<file path="src/rtl/shift_add_mul_pkg.sv">
package shift_add_mul_pkg;

  // Strobes from control to datapath
  typedef struct packed {
    logic load;  // capture operands, clear upper half and history bit
    logic step;  // one add/subtract-and-shift iteration
  } mulCtl_t;

  typedef enum logic [1:0] {
    OP_NONE = 2'd0,
    OP_ADD  = 2'd1,
    OP_SUB  = 2'd2
  } stepOp_t;

endpackage

</file>
<file path="src/rtl/mul_ctrl.sv">
module mul_ctrl
  import shift_add_mul_pkg::*;
#(
  parameter int WIDTH = 32
) (
  input  logic    clk,
  input  logic    rstN,
  input  logic    start,
  output mulCtl_t ctl,
  output logic    busy,
  output logic    done
);
  localparam int CW = $clog2(WIDTH + 1);
  localparam logic [CW-1:0] LAST = CW'(WIDTH - 1);

  logic          busyQ;
  logic          doneQ;
  logic [CW-1:0] cntQ;

  always_comb begin
    ctl.load = start & ~busyQ;   // start while busy is dropped
    ctl.step = busyQ;
  end

  always_ff @(posedge clk or negedge rstN) begin
    if (!rstN) begin
      busyQ <= 1'b0;
      doneQ <= 1'b0;
      cntQ  <= '0;
    end else begin
      doneQ <= 1'b0;
      if (ctl.load) begin
        busyQ <= 1'b1;
        cntQ  <= '0;
      end else if (busyQ) begin
        cntQ <= cntQ + 1'b1;
        if (cntQ == LAST) begin
          busyQ <= 1'b0;
          doneQ <= 1'b1;
        end
      end
    end
  end

  assign busy = busyQ;
  assign done = doneQ;
endmodule

</file>
<file path="src/rtl/mul_datapath.sv">
module mul_datapath
  import shift_add_mul_pkg::*;
#(
  parameter int WIDTH = 32
) (
  input  logic             clk,
  input  logic             rstN,
  input  mulCtl_t          ctl,
  input  logic             signedMode,
  input  logic [WIDTH-1:0] multiplicand,
  input  logic [WIDTH-1:0] multiplier,
  output logic [WIDTH-1:0] hi,
  output logic [WIDTH-1:0] lo
);
  localparam int PW = 2 * WIDTH;
  localparam int XW = WIDTH + 1;

  logic [PW-1:0]    prodQ;
  logic [WIDTH-1:0] mcandQ;
  logic             historyQ;
  logic             sgnQ;

  logic [WIDTH-1:0] upper;
  logic [XW-1:0]    upperX;
  logic [XW-1:0]    mcandX;
  logic [XW-1:0]    sumX;
  stepOp_t          op;

  always_comb begin
    upper  = prodQ[PW-1:WIDTH];
    upperX = {sgnQ & upper[WIDTH-1], upper};
    mcandX = {sgnQ & mcandQ[WIDTH-1], mcandQ};
    if (sgnQ) begin
      unique case ({prodQ[0], historyQ})
        2'b10:   op = OP_SUB;
        2'b01:   op = OP_ADD;
        default: op = OP_NONE;
      endcase
    end else begin
      op = prodQ[0] ? OP_ADD : OP_NONE;
    end
    unique case (op)
      OP_ADD:  sumX = upperX + mcandX;
      OP_SUB:  sumX = upperX - mcandX;
      default: sumX = upperX;
    endcase
  end

  always_ff @(posedge clk or negedge rstN) begin
    if (!rstN) begin
      prodQ    <= '0;
      mcandQ   <= '0;
      historyQ <= 1'b0;
      sgnQ     <= 1'b0;
    end else if (ctl.load) begin
      prodQ    <= {{WIDTH{1'b0}}, multiplier};
      mcandQ   <= multiplicand;
      historyQ <= 1'b0;
      sgnQ     <= signedMode;
    end else if (ctl.step) begin
      // extended sum becomes the top bits: carry in unsigned, sign in signed
      prodQ    <= {sumX, prodQ[WIDTH-1:1]};
      historyQ <= prodQ[0];
    end
  end

  assign hi = prodQ[PW-1:WIDTH];
  assign lo = prodQ[WIDTH-1:0];
endmodule

</file>
<file path="src/rtl/shift_add_mul.sv">
module shift_add_mul
  import shift_add_mul_pkg::*;
#(
  parameter int WIDTH = 32
) (
  input  logic             clk,
  input  logic             rstN,
  input  logic             start,
  input  logic             signedMode,
  input  logic [WIDTH-1:0] multiplicand,
  input  logic [WIDTH-1:0] multiplier,
  output logic [WIDTH-1:0] hi,
  output logic [WIDTH-1:0] lo,
  output logic             busy,
  output logic             done
);
  mulCtl_t ctl;

  mul_ctrl #(.WIDTH(WIDTH)) i_ctrl (
    .clk   (clk),
    .rstN  (rstN),
    .start (start),
    .ctl   (ctl),
    .busy  (busy),
    .done  (done)
  );

  mul_datapath #(.WIDTH(WIDTH)) i_dp (
    .clk          (clk),
    .rstN         (rstN),
    .ctl          (ctl),
    .signedMode   (signedMode),
    .multiplicand (multiplicand),
    .multiplier   (multiplier),
    .hi           (hi),
    .lo           (lo)
  );
endmodule

</file>
<file path="config.mk">
export PLATFORM = sky130hd
export DESIGN_NAME = shift_add_mul
export DESIGN_NICKNAME = d
export VERILOG_FILES = /design/src/rtl/shift_add_mul_pkg.sv /design/src/rtl/mul_ctrl.sv /design/src/rtl/mul_datapath.sv /design/src/rtl/shift_add_mul.sv
export SDC_FILE = /design/constraint.sdc
export NUM_CORES = 1
export LEC_CHECK = 0
export BUFFER_PORTS_ARGS = -buffer_cell sky130_fd_sc_hd__buf_2
export CAP_MARGIN = 0
export CORE_ASPECT_RATIO = 1.5
export CORE_UTILIZATION = 45
export CTS_CLUSTER_DIAMETER = 50
export DETAILED_ROUTE_END_ITERATION = 10
export MAX_ROUTING_LAYER = met4
export PLACE_DENSITY_LB_ADDON = 0.05
export SLEW_MARGIN = 20
export SYNTH_ARGS = -nofsm -noshare
export SYNTH_HDL_FRONTEND = slang
export SYNTH_HIERARCHICAL = 1
export SYNTH_SLANG_ARGS = --single-unit
</file>
<file path="constraint.sdc">
create_clock -name clk -period 5.2 [get_ports clk]
set_input_delay 0.26 -clock clk [delete_from_list [all_inputs] [get_ports clk]]
set_output_delay 0.26 -clock clk [all_outputs]
set_load 0.02 [all_outputs]
</file>
After elaboration in Yosys (flattened, before gate mapping)

Index checks and enable logic that the tools add are counted.
Widths: inputs -> output; s select.

Register bits after elaboration: 106
Bits in latches: 0
Bits in writable memories: 0
Bits in read-only memories: 0
Input bits: 68
Memories: 0

Add/sub/neg operators: 3
Multipliers: 0
Div/mod/pow operators: 0
$lt $le $gt $ge: 0
Eq/ne operators: 5
Shifts and indexed selects: 0
Multiplexer cells: 16
Bitwise logic cells: 4
Reductions and logical operators: 1

Operators with widths:

| cell                | count |
|---|---|
| $mux 64             | 2 |
| $pmux 33 s2         | 1 |
| $add 33x33->33      | 1 |
| $sub 33x33->33      | 1 |
| $mux 6              | 2 |
| $mux 1              | 9 |
| $add 6x1->6 const B | 1 |
| $eq 6x5->1 const B  | 1 |
| $eq 2x1->1 const B  | 2 |
| $eq 2x2->1 const B  | 2 |
| $pmux 2 s2          | 1 |
| $and 1x1->1         | 3 |
| $mux 2              | 1 |
| $reduce_bool 2->1   | 1 |
| $not 1->1           | 1 |

Longest topological paths before layout

Depth after elaboration: 7
Depth in mapped cells: 18

Modules after synthesis

Netlist, hierarchy kept.

By module, submodules not included:

| module       | times used | cells each | area each (um^2) |
|---|---|---|---|
| mul_datapath | 1          | 753        | 6,725.2 |
| mul_ctrl     | 1          | 33         | 379.1 |

Worst setup path after synthesis

OpenSTA, ideal clock, no wires.

Kind: register -> register
From: register i_dp.mcandQ[3]
To: register i_dp.prodQ[63]
Library setup time: 0.069 ns
Arrival: 4.256 ns
Data required time: 5.131 ns
Setup slack: 0.875 ns
Stages on the path, launching flop included: 15
Path buffers: 0
Period minus slack after synthesis: 4.325 ns
Path through: dfrtp_1 or3_4 or4_4 or4_4 o41a_1 xnor2_1 ha_1 and3_1 and4_1 and2_1 o211ai_2 a21oi_1 o311a_1 or4b_1 nand3_1

Cells in the longest elaborated chain, start to end: 4
Elaborated cells on any way between the ends: 5
Those cells by class: add/sub (2); mux (3)

Ends and longest elaborated chain:

| what                                                    | line                                   | RTL |
|---|---|---|
| from (decl)                                             | mul_datapath.sv:19                     | `logic [WIDTH-1:0] mcandQ;` |
| from (signal assigned)                                  | mul_datapath.sv:57                     | `mcandQ <= multiplicand;` |
| $sub 33x33->33 / $add 33x33->33 (equally long branches) | mul_datapath.sv:44, mul_datapath.sv:43 |  |
| $pmux 33 s2 *                                           | mul_datapath.sv:42                     | `unique case (op)` |
| $mux 64 *                                               | mul_datapath.sv:60                     | `end else if (ctl.step) begin` |
| $mux 64 *                                               | mul_datapath.sv:55                     | `end else if (ctl.load) begin` |
| to (signal assigned)                                    | mul_datapath.sv:56                     | `prodQ <= {{WIDTH{1'b0}}, multiplier};` |
| to (signal assigned)                                    | mul_datapath.sv:62                     | `prodQ <= {sumX, prodQ[WIDTH-1:1]};` |
| to (decl)                                               | mul_datapath.sv:18                     | `logic [PW-1:0] prodQ;` |

Mark *: on every way between the ends. The rest lies on a longest branch, timed or not. The select of a mux whose other input is x is not followed.
A chain may end at the register's enable or synchronous reset.

Worst setup path after layout

From: register i_dp.mcandQ[3]
To: register i_dp.prodQ[54]

Same word-level chain as after synthesis.

==> reports/summary.txt <==
Met2 Use GR: 0.473
Die ar.: 16300 um^2
Largest net degree at the start of global routing: 84
Worst Setup End Kind: flop
N_diodes: 0
Row count: 55
Cell area after synthesis: 7100 um^2
Period utilisation layout: 0.918
RSZ-0062 raised after global routing: no
CTS tree: yes
Worst EP required: 5460 ps
Post-route antenna net violation count: 0
# H-tree levels: 3
Setup Buffers After CTS: 0
Cts bufs inserted: 9
Max Transition Viols Final: 0
Die width: 105 um
Worst-path clk slew: 80 ps
Min-delay worst type: in -> reg
Post-synth net total: 890
EDFF count, synth: 0
Slowest stage delay, CP: 550 ps
Grt met1 use: 0.278
Slew @ Worst Pin: 858 ps
Critical path origin: i_dp/mcandQ[3]
Initial antenna violation count: 0
Vias: 6229
Met3 Use GR: 0.0343
Synth unique cells: 66
Slew HR: 0.428
CTS max path bufs: 2
Synthesized flop and latch total: 106
DR DRC count: 0
Final global-route overflow total: 0
Final hold violation count: 0
Gp weighted congestion: 0.889
Synthesized area per cell: 9.04 um^2
Post-CTS Resized: 0
Total GRT Usage: 0.256
Slowest stage cell, crit path: or4_4
Vias in the first global route: 6354
Final Net Count: 998
Initial core utilization: 0.465
DP HPWL: 14.2 mm
Area growth, synth to finish: 16.0%
Sink Count: 106
Utilization after layout: 0.539
Pre-antenna DRT Iters: 4
Wire per inst: 17.8 um
IO buf count: 133
Drt via density: 5.67
# fillers: 1473
Synth Flop Type: dfrtp_1
Sequential area share after synthesis: 0.373
Max frequency: 210 MHz
Worst hold margin: 101 ps
Setup Skew: 8.56 ps
Worst path cell trace: or3_4 -> or4_4 -> or4_4 -> o41a_1 -> xnor2_1 -> ha_1 -> and3_1 -> and4_1 -> a41oi_1 -> o21ai_0 -> o211ai_1 -> nand2_1 -> xnor2_1 -> a211oi_1
Hold Startpoint: multiplier[22]
Core area: 15300 um^2
Setup tns final: 0 ps
First-pass GRT wire length: 32.2 mm
Die H: 156 um
GR peak layer: met2
Min Tclk post-route: 4770 ps
Max cap viols: 0
Root buf cell: clkbuf_16
Post-synthesis cell count: 786
Clock Latency Late Sink: 360 ps
Synth async-reset ratio: 1.00
Drt total wl: 19.6 mm
Critical setup path kind: reg -> reg
FF-to-FF Start: i_dp/mcandQ[3]
Run status: finished clean
Crit path launch type: flop
Iter 0 DRT Violations: 255
Final setup fails: 0
Synth warn: 6
Critical path data arrival time: 5030 ps
Crit Path Max Fanout: 8
Share of cells above drive strength 1: 0.229
Ports: 134
-- final timing paths --
check	slack, ps	cells past startpoint	endpoint
worst min-delay path	100	3	i_dp/prodQ[22]
worst min register to register	520	1	i_ctrl/done
worst max register to register	430	14	i_dp/prodQ[54]
min in group asynchronous	490	2	i_dp/prodQ[39]
worst max-delay path	430	14	i_dp/prodQ[54]
max in group asynchronous	3430	3	i_ctrl/busy
-- cell usage after synthesis (4+ instances only) --
master,instances,share of area
buf_1,10,0.0053
mux2_2,32,0.051
a41oi_1,5,0.0062
nand4_1,5,0.0044
o21ai_0,79,0.056
or3_1,4,0.0035
o211ai_1,12,0.013
inv_1,18,0.0095
mux2i_1,37,0.052
nor2_1,60,0.032
dfrtp_1,106,0.37
a211oi_1,10,0.011
nand3_1,17,0.012
ha_1,35,0.062
nor3_1,16,0.011
a31oi_1,14,0.012
nand2_1,85,0.045
o41ai_1,4,0.0049
nand2b_1,12,0.011
a21o_1,15,0.016
xnor2_1,39,0.048
a311oi_1,10,0.012
a21oi_1,45,0.032
xor2_1,10,0.012
o21a_1,5,0.0053
nand3b_1,6,0.0063
clkbuf_1,29,0.015
nor2b_1,7,0.0062
nor3b_1,4,0.0042
or2_2,4,0.0035
-- cells in the final DEF, fill, tap and decap left out, types with 12 or more instances in the layout --
cell type  Yosys  routed
o211ai_1      12      12
a21oi_1       45      45
dfrtp_1      106     105
nor2_1        60      60
a31oi_1       14      14
nand2b_1      12      12
mux2i_1       37      37
inv_1         18      17
mux2_2        32      32
nand3_1       17      17
nand2_1       85      85
a21o_1        15      15
nor3_1        16      16
xnor2_1       39      39
buf_2          2     132
o21ai_0       79      79
ha_1          35      35
-- stage by stage --
stage / cell area, um^2 / cells / setup slack (ps)
floorplan: 7100 / 786 / 875
global placement: 7900 / 1081 / 587
detailed placement: 7900 / 1081 / 469
CTS: 8240 / 1098 / 444
global route: 8240 / 1098 / 76.4
finish: 8240 / 1098 / 427
-- logic make-up after synthesis --
logic type,Yosys count,share of synthesized area
flops,106,0.373
fa+ha+maj,36,0.0645
mux,69,0.103
xor+xnor,49,0.0604
simple gates,246,0.174
buf+inv,62,0.0347
compound gates,218,0.191
-- critical path: cells and delay by family, from the launching register on --
| family | cells | cell delay (ps) |
|---|---|---|
| simple gates | 6 | 2090 |
| compound gates | 5 | 1520 |
| flops | 1 | 420 |
| fa+ha+maj | 1 | 370 |
| xor+xnor | 2 | 270 |
-- flip-flops by register name, indices dropped and copies added (netlist names) --
signal	count
i_dp/sgnQ	1
i_ctrl/cntQ	6
i_ctrl/done	1
i_dp/historyQ	1
i_dp/prodQ	64
i_ctrl/busy	1
i_dp/mcandQ	32
-- area by class of cell --
cell class	count	area, um^2	area share
clock buffer	9	225	0.0273
clock inverter	7	108	0.0131
multi-input combinational	618	4210	0.510
timing repair buffer	140	723	0.0878
tap	199	249	0.0302
sequential	106	2660	0.322
inverter	19	73.8	0.00896
-- what timing repair did --
item / in CTS / in global routing
endpoints found under the hold margin: 52 / 0
hold buffers: 1 / 0
endpoints found under the setup margin: 0 / 0
-- metal layers --
layer	wire length [um]	vias to the layer above
li1	-	3054
met1	7920	3001
met2	10500	139
met3	618	35
met4	529	0
met5	0	-
Power is left out: the tool's default activity adds up to more than one toggle a clock period on the data nets, which glitch-free logic cannot reach.
